File: src/rtl/burst_col_seq_pkg.sv
package burst_col_seq_pkg;
  // widest burst is 8 beats: 3 wrapping address bits, 4 pairs
  localparam int MAX_BL_LOG2 = 3;
  localparam int PAIR_W      = MAX_BL_LOG2 - 1;
  localparam int OP_W        = 7;

  typedef enum logic [1:0] {
    LEN2 = 2'd0,
    LEN4 = 2'd1,
    LEN8 = 2'd2
  } lenSel_e;

  // strobes and state handed from control to datapath
  typedef struct packed {
    logic              load;
    logic              active;
    logic              interleave;
    lenSel_e           lenSel;
    logic [PAIR_W-1:0] pairIdx;
  } seqCtl_t;
endpackage

File: src/rtl/burst_col_seq_ctrl.sv
module burst_col_seq_ctrl
  import burst_col_seq_pkg::*;
#(
  parameter int BANK_W = 2
) (
  input  logic              clk,
  input  logic              rstN,
  input  logic              modeWrite,
  input  logic [BANK_W-1:0] modeBank,
  input  logic [OP_W-1:0]   modeOp,
  input  logic              burstStart,
  input  logic              burstStop,
  output seqCtl_t           ctl,
  output logic              lastBeat,
  output logic              startErr,
  output logic [2:0]        casLatHalf
);
  logic              modeProg;
  logic [2:0]        blCode;
  logic              ilvMode;
  logic [2:0]        clCode;
  logic              active;
  logic [PAIR_W-1:0] pairIdx;
  lenSel_e           curLen;
  logic              curIlv;
  logic              errQ;

  logic              blLegal;
  lenSel_e           decLen;
  logic              startOk;
  logic [PAIR_W-1:0] lastPair;
  logic              isLast;

  // length code decode, reserved codes refused
  always_comb begin
    blLegal = 1'b1;
    decLen  = LEN2;
    unique case (blCode)
      3'b001:  decLen = LEN2;
      3'b010:  decLen = LEN4;
      3'b011:  decLen = LEN8;
      default: blLegal = 1'b0;
    endcase
  end

  assign startOk = burstStart && modeProg && blLegal;

  always_comb begin
    unique case (curLen)
      LEN4:    lastPair = PAIR_W'(1);
      LEN8:    lastPair = PAIR_W'(3);
      default: lastPair = PAIR_W'(0);
    endcase
  end

  assign isLast = active && (pairIdx == lastPair);

  // latency in half clocks
  always_comb begin
    casLatHalf = 3'd0;
    if (modeProg) begin
      unique case (clCode)
        3'b010:  casLatHalf = 3'd4;
        3'b110:  casLatHalf = 3'd5;
        3'b011:  casLatHalf = 3'd6;
        default: casLatHalf = 3'd0;
      endcase
    end
  end

  // burst progress; start beats stop, stop ends early
  always_ff @(posedge clk or negedge rstN) begin
    if (!rstN) begin
      active  <= 1'b0;
      pairIdx <= '0;
      curLen  <= LEN2;
      curIlv  <= 1'b0;
      errQ    <= 1'b0;
    end else begin
      errQ <= burstStart && !startOk;
      if (burstStart) begin
        active <= startOk;
        if (startOk) begin
          pairIdx <= '0;
          curLen  <= decLen;   // settings latched per burst
          curIlv  <= ilvMode;
        end
      end else if (burstStop) begin
        active <= 1'b0;
      end else if (active) begin
        if (isLast) active <= 1'b0;
        else        pairIdx <= pairIdx + 1'b1;
      end
    end
  end

  // only the regular register select updates the settings
  always_ff @(posedge clk or negedge rstN) begin
    if (!rstN) begin
      modeProg <= 1'b0;
      blCode   <= 3'd0;
      ilvMode  <= 1'b0;
      clCode   <= 3'd0;
    end else if (modeWrite && (modeBank == '0)) begin
      modeProg <= 1'b1;
      blCode   <= modeOp[2:0];
      ilvMode  <= modeOp[3];
      clCode   <= modeOp[6:4];
    end
  end

  assign ctl.load       = startOk;
  assign ctl.active     = active;
  assign ctl.interleave = curIlv;
  assign ctl.lenSel     = curLen;
  assign ctl.pairIdx    = pairIdx;
  assign lastBeat       = isLast;
  assign startErr       = errQ;
endmodule

File: src/rtl/burst_col_seq_dp.sv
module burst_col_seq_dp
  import burst_col_seq_pkg::*;
#(
  parameter int COL_W = 10
) (
  input  logic             clk,
  input  logic             rstN,
  input  logic [COL_W-1:0] startCol,
  input  seqCtl_t          ctl,
  output logic [COL_W-1:0] colEven,
  output logic [COL_W-1:0] colOdd
);
  localparam int LANES = 2;

  logic [COL_W-1:0]       startReg;
  logic [MAX_BL_LOG2-1:0] wrapMask;
  logic [COL_W-1:0]       laneCol [LANES];

  always_ff @(posedge clk or negedge rstN) begin
    if (!rstN)         startReg <= '0;
    else if (ctl.load) startReg <= startCol;
  end

  always_comb begin
    unique case (ctl.lenSel)
      LEN4:    wrapMask = 3'b011;
      LEN8:    wrapMask = 3'b111;
      default: wrapMask = 3'b001;
    endcase
  end

  // one lane per beat of the clock: even and odd
  for (genvar lane = 0; lane < LANES; lane++) begin : g_lane
    logic [MAX_BL_LOG2-1:0] beatNum;
    logic [MAX_BL_LOG2-1:0] lowSeq;
    logic [MAX_BL_LOG2-1:0] lowIlv;
    logic [MAX_BL_LOG2-1:0] lowSel;

    assign beatNum = {ctl.pairIdx, 1'(lane)};
    // add and wrap; R4: xor
    assign lowSeq  = (startReg[MAX_BL_LOG2-1:0] + beatNum) & wrapMask;
    assign lowIlv  = (startReg[MAX_BL_LOG2-1:0] ^ beatNum) & wrapMask;
    assign lowSel  = (startReg[MAX_BL_LOG2-1:0] & ~wrapMask)
                   | (ctl.interleave ? lowIlv : lowSeq);
    // outputs held at zero while idle
    assign laneCol[lane] = ctl.active
                         ? {startReg[COL_W-1:MAX_BL_LOG2], lowSel}
                         : '0;
  end

  assign colEven = laneCol[0];
  assign colOdd  = laneCol[1];
endmodule

File: src/rtl/burst_col_seq.sv
module burst_col_seq
  import burst_col_seq_pkg::*;
#(
  parameter int COL_W  = 10,
  parameter int BANK_W = 2
) (
  input  logic              clk,
  input  logic              rstN,
  input  logic              modeWrite,
  input  logic [BANK_W-1:0] modeBank,
  input  logic [OP_W-1:0]   modeOp,
  input  logic              burstStart,
  input  logic [COL_W-1:0]  startCol,
  input  logic              burstStop,
  output logic              beatValid,
  output logic [COL_W-1:0]  colEven,
  output logic [COL_W-1:0]  colOdd,
  output logic              lastBeat,
  output logic              startErr,
  output logic [2:0]        casLatHalf
);
  seqCtl_t ctl;

  burst_col_seq_ctrl #(.BANK_W(BANK_W)) ctrl_i (
    .clk        (clk),
    .rstN       (rstN),
    .modeWrite  (modeWrite),
    .modeBank   (modeBank),
    .modeOp     (modeOp),
    .burstStart (burstStart),
    .burstStop  (burstStop),
    .ctl        (ctl),
    .lastBeat   (lastBeat),
    .startErr   (startErr),
    .casLatHalf (casLatHalf)
  );

  burst_col_seq_dp #(.COL_W(COL_W)) dp_i (
    .clk      (clk),
    .rstN     (rstN),
    .startCol (startCol),
    .ctl      (ctl),
    .colEven  (colEven),
    .colOdd   (colOdd)
  );

  assign beatValid = ctl.active;
endmodule

File: config.mk
export PLATFORM = sky130hd
export DESIGN_NAME = burst_col_seq
export DESIGN_NICKNAME = d
export VERILOG_FILES = /design/src/rtl/burst_col_seq_pkg.sv /design/src/rtl/burst_col_seq_ctrl.sv /design/src/rtl/burst_col_seq_dp.sv /design/src/rtl/burst_col_seq.sv
export SDC_FILE = /design/constraint.sdc
export NUM_CORES = 1
export LEC_CHECK = 0
export BUFFER_PORTS_ARGS = -buffer_cell sky130_fd_sc_hd__buf_2
export CORE_MARGIN = 5
export CORE_UTILIZATION = 48
export DETAILED_ROUTE_END_ITERATION = 12
export PLACE_DENSITY = 0.75
export RECOVER_POWER = 25
export SYNTH_ARGS = -nofsm -noshare
export SYNTH_HDL_FRONTEND = slang
export SYNTH_SLANG_ARGS = --single-unit
File: constraint.sdc
create_clock -name clk -period 2.1 [get_ports clk]
set_input_delay 0.63 -clock clk [delete_from_list [all_inputs] [get_ports clk]]
set_output_delay 0.63 -clock clk [all_outputs]
set_load 0.05 [all_outputs]
## Word level (Yosys, flattened, before mapping)

Index checks and enable logic that the tools add are counted.
Widths: inputs -> output; s select.

| word-level totals | value |
|---|---|
| bits in registers | 25 |
| latch bits | 0 |
| memory bits (writable) | 0 |
| ROM bits | 0 |
| bits of input ports | 24 |
| output and inout port bits | 26 |
| logic and storage cells | 65 |
| memories | 0 |

| cells by class | value |
|---|---|
| add/subtract/negate cells | 3 |
| multiply operators | 0 |
| div/mod/pow operators | 0 |
| $lt $le $gt $ge | 0 |
| equal/unequal tests | 12 |
| shift-type cells | 0 |
| muxes and demuxes | 19 |
| bitwise gates (word level) | 10 |
| reductions and logical operators | 11 |

Operators by type and width:

| cell | number |
|---|---|
| $mux 10 | 2 |
| $and 3x3->3 | 5 |
| $eq 3x2->1 const B | 4 |
| $mux 2 | 5 |
| $mux 3 | 3 |
| $pmux 3 s3 | 1 |
| $pmux 2 s2 | 2 |
| $add 3x3->3 | 2 |
| $or 3x3->3 | 2 |
| $pmux 3 s2 | 1 |
| $xor 3x3->3 | 2 |
| $logic_and 1x1->1 | 5 |
| $mux 1 | 5 |
| $ne 2x2->1 const B | 2 |
| $reduce_and 4->1 | 1 |
| $eq 3x1->1 const B | 1 |
| $eq 3x3->1 const B | 1 |
| $not 3->3 | 1 |
| $reduce_or 3->1 | 1 |
| $add 2x1->2 const B | 1 |
| $eq 2x1->1 const B | 1 |
| $eq 2x2->1 | 1 |
| $eq 2x2->1 const B | 1 |
| $logic_not 2->1 | 1 |
| other kinds (4) | 4 |

## Longest topological paths before layout

Gate-level depths: netlist of run 1.

| logic depth | value |
|---|---|
| depth in word-level cells | 8 |
| depth in mapped cells | 6 |
| mapped depth without buffers | 6 |

## By module

A second synthesis of run 1 with hierarchy kept.

| second synthesis, totals | value |
|---|---|
| cells, all modules | 121 |
| area, all modules | 1375.1 um^2 |

Modules (own cells, without submodules):

| module | times used | cells an instance | area an instance (um^2) | sequential area each (um^2) |
|---|---|---|---|---|
| burst_col_seq_ctrl | 1 | 58 | 715.7 | 375.4 |
| burst_col_seq_dp | 1 | 63 | 659.4 | 250.2 |

## Worst setup path before layout of run 1

Ideal clock, no wire load.

| timing path | value |
|---|---|
| path type | register to output |
| start point | reg ctrl_i.pairIdx[0] |
| end point | out colOdd[2] |
| data arrival time | 2.018 ns |
| required time | 1.470 ns |
| path slack | -0.548 ns |
| stages on the path, launching flop included | 7 |
| path buffers | 0 |
| cell sequence | dfrtp_1 inv_1 fa_1 nor2_1 xnor2_1 nand2_1 mux2i_1 |

| between the ends | value |
|---|---|
| longest elaborated chain between the ends | 5 |

Ends and longest elaborated chain:

| what | line | RTL |
|---|---|---|
| start, declared | burst_col_seq_ctrl.sv:23 | `logic [PAIR_W-1:0] pairIdx;` |
| start signal, assigned | burst_col_seq_ctrl.sv:92 | `else pairIdx <= pairIdx + 1'b1;` |
| $add 3x3->3 | burst_col_seq_dp.sv:41 | `assign lowSeq = (startReg[MAX_BL_LOG2-1:0] + beatNum) & wrapMask;` |
| $and 3x3->3 | burst_col_seq_dp.sv:41 |  |
| $mux 3 | burst_col_seq_dp.sv:44 | `\| (ctl.interleave ? lowIlv : lowSeq);` |
| $or 3x3->3 | burst_col_seq_dp.sv:44 |  |
| $mux 10 | burst_col_seq_dp.sv:47 | `? {startReg[COL_W-1:MAX_BL_LOG2], lowSel}` |
| end, declared | burst_col_seq.sv:17 | `output logic [COL_W-1:0] colOdd,` |

No other way between the ends.

## Worst setup path in the final report of run 1

| timing path | value |
|---|---|
| start point | reg dp_i.startReg[1] |
| end point | out colOdd[2] |

| between the ends | value |
|---|---|
| longest elaborated chain between the ends | 5 |

Ends and longest elaborated chain:

| what | line | RTL |
|---|---|---|
| start, declared | burst_col_seq_dp.sv:15 | `logic [COL_W-1:0] startReg;` |
| start signal, assigned | burst_col_seq_dp.sv:21 | `else if (ctl.load) startReg <= startCol;` |
| $add 3x3->3 | burst_col_seq_dp.sv:41 |  |
| $and 3x3->3 | burst_col_seq_dp.sv:41 |  |
| $mux 3 | burst_col_seq_dp.sv:44 |  |
| $or 3x3->3 | burst_col_seq_dp.sv:44 |  |
| $mux 10 | burst_col_seq_dp.sv:47 |  |

No other way between the ends.

==> impl_metrics.toml, run 1 <==
[logic_synthesis]
netlist_instances = 113
synthesis.nets = 140
ys_types = 29
synth_seq_cells = 25
yosysSeqAreaShare = 0.479
ys_warn_count = 0
synth_area_per_cell_sq_um = 11.5
syn_area_sq_um = 1310

[cells_and_area]
syn_to_final_growth_pct = 35.4
final_area_sq_um = 1770
fillers = 213
antenna_cells = 0
finalNetCount = 194
final_util = 0.658
layout-drive-gt1-share = 0.633

[detailed_routing]
dr_total_vias = 962
first_iter_violations = 10
drt_pass1_iterations = 4
drc_errors = 0
drt_wl_total_mm = 2.65
wire_per_inst_um = 13.4
drtAntennaViolNets = 0
vias_per_cell = 4.88

[clock_tree]
path_clk_slew_ps = 120
cts_root_buf = "clkbuf_4"
clock-sinks = 25
hold_buffers = 0
cts-buffers-inserted = 3
cts_max_path_buffers = 2
cts_tree = "done"
clkLatencyLatePin_ps = 310
cts.htree.levels = 1

[global_routing]
grt_pass1_wl_mm = 4.72
grt_pass1_vias = 1073
overflow = 0
antenna_found_initial = 0
grtUsageTotal = 0.146
grt_max_degree = 26

[die]
io_pins = 50
fp.dieW_um = 62.1
initial_utilization = 0.486
core_area_sq_um = 2690
die_h_um = 62.1
die-area_sq_um = 3860
num_rows = 19

[critical_path]
cpPeakStageDelay_ps = 390
crit_chain = "inv_2, fa_2, nor2_2, xnor2_1, nand2_1, mux2i_4, buf_6"
cp_top_family = "flip-flops"
r2r_cells = 5
critPathMaxFanout = 2
crit_path_top_delay_cell = "dfrtp_1"
critical_path_depth = 7
critPathRequiredTime_ps = 1470
start_kind = "register"
critical_path_class = "reg2out"
crit_buf_inv = 2
arrival_ps = 1860
end_kind = "primary output"

[min_path]
min_path_type = "reg2reg"
hold_path_depth = 1

[pwr]
ir_worst_vdd_mv = 1.02
cellLeakagePower_nw = 0.855
power_density_nw_per_um2 = 1360

[sta]
maxSlewHeadroom = 0.152
finalCritPeriodShare = 1.19
fin_crit_ps = 2490
skew_ps = 7.20
worst_slack_ps = -390
setup_viol = 5
tightest_slew_ps = 1270
hold_viol_final = 0
fmax_mhz = 402
rsz0062_at_grt = "true"
maxSlewViolCount = 0

[flow_run]
maxCapViolCount = 0

[run_status]
status = "complete, but fails checks"
failed_checks = "negative setup slack"

[placed_design]
gp_congestion = 0.828
portBuffers = 49
place_area_sq_um = 1620
hpwl_mm = 2.04
==> state kept, by name, summed over array words and instances, names as in the netlist <==
register,count
ctrl_i.ilvMode,1
ctrl_i.clCode,3
ctrl_i.startErr,1
dp_i.startReg,10
ctrl_i.curIlv,1
ctrl_i.blCode,3
ctrl_i.pairIdx,2
ctrl_i.active,1
ctrl_i.modeProg,1
ctrl_i.curLen,2
==> cell families after synthesis <==
logic type               after synthesis  synth area share
multiplexers                          19             0.173
AND/OR/NAND/NOR                       34             0.152
adder cells (fa/ha/maj)                3            0.0345
flip-flops                            25             0.479
XOR/XNOR                               4            0.0269
AO/OA/AOI/OAI                         12            0.0537
buffers and inverters                 16            0.0805
==> path summary, 6_finish.rpt <==
check	slack [ps]	to	startpoint
setup / recovery	-390	colOdd[2]	dp_i.startReg[1]
hold / removal	510	ctrl_i.curLen[0]	ctrl_i.blCode[0]
setup reg to reg	480	ctrl_i.pairIdx[1]	ctrl_i.curLen[1]
hold reg to reg	510	ctrl_i.curLen[0]	ctrl_i.blCode[0]
max in group asynchronous	710	ctrl_i.active	rstN
min in group asynchronous	560	dp_i.startReg[6]	rstN
==> worst register-to-register path, stage by stage (launching register included) <==
cell      delay (ps)
dfrtp_1          430
ha_4             180
xor2_1           290
o211ai_1         210
or3_1            350
o211ai_1          90
==> metal layers <==
metal | part of all wire | global-route usage | vias to the layer above
met2 | 0.54 | 0.269 | 24
met4 | 0.0049 | 0.0488 | 0
met1 | 0.40 | 0.167 | 460
met3 | 0.052 | 0.0270 | 2
li1 | - | - | 476
met5 | 0 | 0 | -
==> where the power goes <==
group | leakage (nW) | internal (mW) | switching (mW) | total [mW]
clock | 0.0177 | 0.0711 | 0.136 | 0.207
combinational | 0.542 | 0.628 | 0.806 | 1.43
sequential | 0.295 | 0.640 | 0.122 | 0.762
==> per-stage QoR <==
step | total power, mW | setup TNS [ps] | instances | setup slack (ps) | hold WS (ps)
global route | 2.59 | -1750 | 197 | -517 | 509
floorplan | 1.71 | -177 | 113 | -177 | 334
detailed placement | 1.95 | -435 | 189 | -216 | 487
global placement | 1.90 | -314 | 189 | -168 | 482
finish | 2.40 | -1200 | 197 | -390 | 505
CTS | 2.40 | -1310 | 195 | -415 | 283
==> final cells by class <==
class	count	area, sq um	area share
Multi-Input combinational cell	72	689	0.390
Sequential cell	25	627	0.355
Timing Repair Buffer	59	362	0.205
Tap cell	31	38.8	0.0220
Clock buffer	3	22.5	0.0127
Inverter	6	22.5	0.0127
Clock inverter	1	5.00	0.00283
==> cell usage after synthesis <==
cell	number	area, sq um
and3b_1	1	8.76
nor3b_2	1	12.5
nor2_1	3	11.3
xnor2_1	3	26.3
buf_4	7	52.6
fa_1	1	20.0
nand3_1	1	5.00
dfrtp_1	25	626
o21ai_0	4	20.0
o21a_1	1	7.51
or3_1	2	12.5
xor2_1	1	8.76
nand2_1	7	26.3
nor3b_1	3	22.5
ha_1	2	25.0
nor2b_1	3	18.8
o211ai_1	2	15.0
buf_8	1	15.0
inv_1	6	22.5
a21oi_1	4	20.0
mux2i_1	3	30.0
and2_1	9	56.3
nand2b_1	3	18.8
a21boi_0	1	7.51
clkbuf_1	1	3.75
buf_6	1	11.3
mux2_2	12	135
or2_2	1	6.26
mux2_4	4	60.1
==> cells in the final DEF (no fill, tap or decap), types with 2 or more instances in the layout <==
master | synthesis | layout
o211ai_1 | 2 | 2
mux2_4 | 4 | 4
nor2b_2 | 0 | 2
nor2_1 | 3 | 2
mux2i_4 | 0 | 2
ha_4 | 0 | 2
buf_4 | 7 | 8
nand2_1 | 7 | 7
inv_1 | 6 | 3
and2_2 | 0 | 7
inv_2 | 0 | 3
a21oi_1 | 4 | 4
clkbuf_4 | 0 | 3
dfrtp_1 | 25 | 24
buf_6 | 1 | 6
nor3b_2 | 1 | 3
xnor2_1 | 3 | 2
nand2b_1 | 3 | 3
mux2_2 | 12 | 12
buf_2 | 0 | 43
or3_1 | 2 | 2
o21ai_0 | 4 | 3
==> what timing repair did <==
action / 4_1_cts / 5_1_grt
resized for setup: 25 / 0
buffers inserted: 2 / 2
setup endpoints to repair: 5 / 5
pin swaps: 7 / 1
Note: power is estimated with default switching activity, not from simulation.
==> run 2, diff against run 1 <==
--- a/config.mk
+++ b/config.mk
@@ -7,9 +7,9 @@
 export LEC_CHECK = 0
 export BUFFER_PORTS_ARGS = -buffer_cell sky130_fd_sc_hd__buf_2
 export CORE_MARGIN = 5
-export CORE_UTILIZATION = 48
+export CORE_UTILIZATION = 43
 export DETAILED_ROUTE_END_ITERATION = 12
-export PLACE_DENSITY = 0.75
+export PLACE_DENSITY_LB_ADDON = 0.05
 export RECOVER_POWER = 25
 export SYNTH_ARGS = -nofsm -noshare
 export SYNTH_HDL_FRONTEND = slang
==> constraint.sdc (replaced) <==
create_clock -name clk -period 2.18 [get_ports clk]
set_input_delay 0.654 -clock clk [delete_from_list [all_inputs] [get_ports clk]]
set_output_delay 0.654 -clock clk [all_outputs]
set_load 0.05 [all_outputs]
==> impl_metrics.toml, run 2 (synthesis results as in run 1) <==
[run_status]
status = "complete, but fails checks"
failed_checks = "negative setup slack"

[critical_path]
critPathMaxFanout = 2
cp_top_family = "adder cells"
end_kind = "primary output"
r2r_start = "ctrl_i.curLen[1]"
crit_buf_inv = 2
cpPeakStageDelay_ps = 570
start_kind = "register"
crit_chain = "inv_2, fa_2, nor2_2, a21oi_2, o21ai_1, and2_4, buf_8"
arrival_ps = 1850
critical_path_class = "reg2out"
crit_path_top_delay_cell = "fa_2"
critPathRequiredTime_ps = 1530
crit_start = "ctrl_i.pairIdx[0]"

[clock_tree]
cts_tree = "done"
clkLatencyLatePin_ps = 310
cts_root_buf = "clkbuf_4"
path_clk_slew_ps = 130
cts_max_path_buffers = 2
hold_buffers = 0
cts-buffers-inserted = 3
cts.htree.levels = 1
clock-sinks = 25

[sta]
setup_viol = 4
finalCritPeriodShare = 1.15
skew_ps = 3.78
hold_viol_final = 0
rsz0062_at_grt = "true"
maxSlewViolCount = 0
fmax_mhz = 399
maxSlewHeadroom = 0.114
tightest_slew_ps = 1330
final.setup.tns_ps = -884
hold_ws_ps = 511
worst_slack_ps = -326
fin_crit_ps = 2510

[placed_design]
hpwl_mm = 1.98
portBuffers = 49
dpl_worst_slack_ps = -72.8
place_area_sq_um = 1600
gp_congestion = 0.805
dpl.cell_count = 191

[cells_and_area]
finalNetCount = 194
largest_register_ffs = 10
top_register = "dp_i.startReg"
final_util = 0.596
final_cell_mix = "buf_2 (43), dfrtp_1 (24), mux2_2 (12)"
fin_cells = 199
final_area_sq_um = 1780
reg_top3 = "dp_i.startReg: 10 flops, ctrl_i.blCode: 3 flops, ctrl_i.clCode: 3 flops"
layout-drive-gt1-share = 0.657
mostFrequentLayoutCell = "buf_2"
antenna_cells = 0
syn_to_final_growth_pct = 36.0

[pwr]
power_density_nw_per_um2 = 1340
p_int_mw = 1.33
cellLeakagePower_nw = 0.856
sequentialPowerShare = 0.313
p_total_mw = 2.37
power.share.switching = 0.441
ir_worst_vdd_mv = 0.463
p_clk_frac = 0.084
comb_power_share = 0.602
p_sw_mw = 1.05

[die]
io_pins = 50
die_h_um = 65.1
initial_utilization = 0.438
fp.dieW_um = 65.1
num_rows = 20
die-area_sq_um = 4240
core_area_sq_um = 2980

[min_path]
holdCritStartpoint = "ctrl_i.blCode[0]"
min_path_type = "reg2reg"

[global_routing]
overflow = 0
grt_pass1_vias = 1021
grt_max_degree = 26
grt_pass1_wl_mm = 4.35
antenna_found_initial = 0
grtUsageTotal = 0.132

[detailed_routing]
drtAntennaViolNets = 0
drc_errors = 0
dr_total_vias = 978
vias_per_cell = 4.91
first_iter_violations = 24
drt_pass1_iterations = 2
drt_wl_total_mm = 2.65
wire_per_inst_um = 13.3

[flow_run]
maxCapViolCount = 0
## run 2: what timing repair did
item	CTS	global route
buffers inserted	3	1
pin swaps	7	8
endpoints found under the setup margin	5	19
gates resized for setup	25	7
## run 2: worst paths after layout
check	slack, ps	end	cells past startpoint
worst max-delay path	-330	colOdd[1]	7
worst min-delay path	510	ctrl_i.curLen[0]	1
worst max register to register	620	ctrl_i.pairIdx[1]	5
worst min register to register	510	ctrl_i.curLen[0]	1
max in group asynchronous	700	ctrl_i.active	1
min in group asynchronous	610	ctrl_i.clCode[1]	1
## run 2: routing by layer
metal  GRT usage  vias to the layer above  routed length [um]
met4      0.0544                        0                  21
met1       0.150                      471                1080
li1            -                      480                   -
met2       0.239                       25                1400
met5           0                        -                   0
met3      0.0274                        2                 146
## run 2: cell type report
type                            instances  area (sq um)
Sequential cell                        25           627
Multi-Input combinational cell         72           696
Fill cell                             270          1200
Clock inverter                          1          5.00
Inverter                                6          22.5
Tap cell                               33          41.3
Clock buffer                            3          22.5
Timing Repair Buffer                   59           362
## run 2: worst reg2reg max path: cells and delay by family, from the launching register on
kind            cells  cell delay (ps)
fa+ha+maj           1              340
xor+xnor            1              140
compound gates      2              250
flops               1              440
simple gates        1              330
## run 2: power by group through the flow
stage / logic, mW / registers (mW) / clock network [mW]
CTS: 1.33 / 0.737 / 0.215
detailed placement: 1.11 / 0.733 / 0
finish: 1.43 / 0.744 / 0.200
global route: 1.52 / 0.771 / 0.235
global placement: 1.08 / 0.726 / 0
floorplan: 0.886 / 0.731 / 0
==> run 3, diff against run 2 <==
--- a/config.mk
+++ b/config.mk
@@ -7,7 +7,7 @@
 export LEC_CHECK = 0
 export BUFFER_PORTS_ARGS = -buffer_cell sky130_fd_sc_hd__buf_2
 export CORE_MARGIN = 5
-export CORE_UTILIZATION = 43
+export CORE_UTILIZATION = 48
 export DETAILED_ROUTE_END_ITERATION = 12
 export PLACE_DENSITY_LB_ADDON = 0.05
 export RECOVER_POWER = 25
==> constraint.sdc (replaced) <==
create_clock -name clk -period 2.7 [get_ports clk]
set_input_delay 0.81 -clock clk [delete_from_list [all_inputs] [get_ports clk]]
set_output_delay 0.81 -clock clk [all_outputs]
set_load 0.05 [all_outputs]
==> impl_metrics.toml, run 3 (synthesis results as in run 1) <==
[critical_path]
crit_chain = "inv_2, fa_2, nor2_1, a21oi_1, o21ai_1, and2_1, buf_6"
crit_path_top_delay_cell = "fa_2"
start_kind = "register"
arrival_ps = 1840
cpPeakStageDelay_ps = 550
critPathMaxFanout = 2
end_kind = "primary output"
critical_path_class = "reg2out"
critPathRequiredTime_ps = 1890

[die]
fp.dieW_um = 62.1
num_rows = 19
initial_utilization = 0.486
io_pins = 50
die-area_sq_um = 3860
die_h_um = 62.1
core_area_sq_um = 2690

[sta]
setup_viol = 0
fmax_mhz = 377
tightest_slew_ps = 1280
skew_ps = 4.98
rsz0062_at_grt = "true"
hold_viol_final = 0
finalCritPeriodShare = 0.983
maxSlewViolCount = 0
fin_crit_ps = 2650
maxSlewHeadroom = 0.146
worst_slack_ps = 45.7
hold_ws_ps = 511

[detailed_routing]
first_iter_violations = 28
drtAntennaViolNets = 0
vias_per_cell = 4.92
drc_errors = 0
dr_total_vias = 944
drt_wl_total_mm = 2.41
wire_per_inst_um = 12.5
drt_pass1_iterations = 4

[global_routing]
antenna_found_initial = 0
grtUsageTotal = 0.130
grt_pass1_vias = 968
grt_max_degree = 26
grt_pass1_wl_mm = 4.20
overflow = 0

[cells_and_area]
mostFrequentLayoutCell = "buf_2"
fillers = 257
final_cell_mix = "buf_2 (45), dfrtp_1 (25), mux2_2 (12)"
final_util = 0.596
finalNetCount = 189
layout-drive-gt1-share = 0.497
reg_top3 = "dp_i.startReg: 10 flops, ctrl_i.blCode: 3 flops, ctrl_i.clCode: 3 flops"
antenna_cells = 0
top_register = "dp_i.startReg"
largest_register_ffs = 10
syn_to_final_growth_pct = 22.6
fin_cells = 192

[clock_tree]
cts-buffers-inserted = 3
cts_root_buf = "clkbuf_4"
clock-sinks = 25
hold_buffers = 0
cts_max_path_buffers = 2
path_clk_slew_ps = 130
cts_tree = "done"
cts.htree.levels = 1
clkLatencyLatePin_ps = 300

[pwr]
power_density_nw_per_um2 = 1020
cellLeakagePower_nw = 0.809
ir_worst_vdd_mv = 0.617

[placed_design]
hpwl_mm = 1.93
dpl.cell_count = 184
gp_congestion = 0.798
portBuffers = 49
dpl_worst_slack_ps = 134

[flow_run]
maxCapViolCount = 0

[run_status]
status = "complete, no violations"

[min_path]
min_path_type = "reg2reg"
==> run 3: changes by cell type in the layout (fill, tap and decap cells not counted), moves of 2 or more <==
| cell | change |
|---|---|
| and2_1 | +8 |
| and2_2 | -7 |
| buf_4 | -3 |
| buf_6 | -3 |
| buf_2 | +2 |
| ha_1 | +2 |
| ha_4 | -2 |
| nor2_1 | +2 |
| nor2_2 | -2 |
| nor2b_1 | +2 |
| nor3b_1 | +2 |
| nor3b_2 | -2 |
==> run 3: worst paths after layout <==
| kind | from | endpoint | slack, ps | cells past startpoint |
|---|---|---|---|---|
| min | ctrl_i.modeProg | ctrl_i.modeProg | 510 | 1 |
| min reg2reg | ctrl_i.modeProg | ctrl_i.modeProg | 510 | 1 |
| max reg2reg | ctrl_i.curLen[0] | ctrl_i.pairIdx[1] | 1020 | 6 |
| min in group asynchronous | rstN | ctrl_i.active | 750 | 1 |
| max in group asynchronous | rstN | ctrl_i.curLen[1] | 1200 | 1 |
| max | dp_i.startReg[0] | colOdd[1] | 50 | 7 |
==> run 3: area by class of cell <==
class,instances,area [sq um],share of cell area
multi-input cells,72,586,0.366
clock inverters,1,5.00,0.00313
repair buffers,54,300,0.188
well taps,31,38.8,0.0242
inverters,6,22.5,0.0141
clock buffers,3,22.5,0.0141
flip-flops and latches,25,626,0.391
==> run 3: critical path, delay by kind of cell (launching register included) <==
family,cells,cell delay [ps]
buffers and inverters,2,210
and+or+nand+nor,2,200
DFF,1,380
AOI/OAI and AO/OA,2,200
adders and majority gates,1,550
==> run 3: per-stage QoR <==
stage | power, mW | area, sq um | TNS, ps
global placement | 1.40 | 1520 | 0
finish | 1.63 | 1600 | 0
detailed placement | 1.42 | 1520 | 0
global route | 1.76 | 1600 | -147
CTS | 1.63 | 1580 | 0
floorplan | 1.28 | 1310 | 0
==> run 3: repair_timing <==
action,in CTS,in global routing
endpoints found under the setup margin,2,3
buffers inserted,2,2
pin swaps,2,4
gates resized for setup,7,4
==> run 3: routing by layer <==
layer  share of wire  global-route usage  routed length [um]
met5               0                   0                   0
met3           0.069              0.0360                 166
met1            0.44               0.156                1050
met4          0.0096              0.0407                  23
met2            0.48               0.222                1170
==> run 3: where the power goes <==
part | internal (mW) | leakage (nW) | total (mW) | switching (mW)
registers | 0.497 | 0.296 | 0.588 | 0.0910
logic | 0.348 | 0.495 | 0.889 | 0.541
clock network | 0.0552 | 0.0177 | 0.156 | 0.100
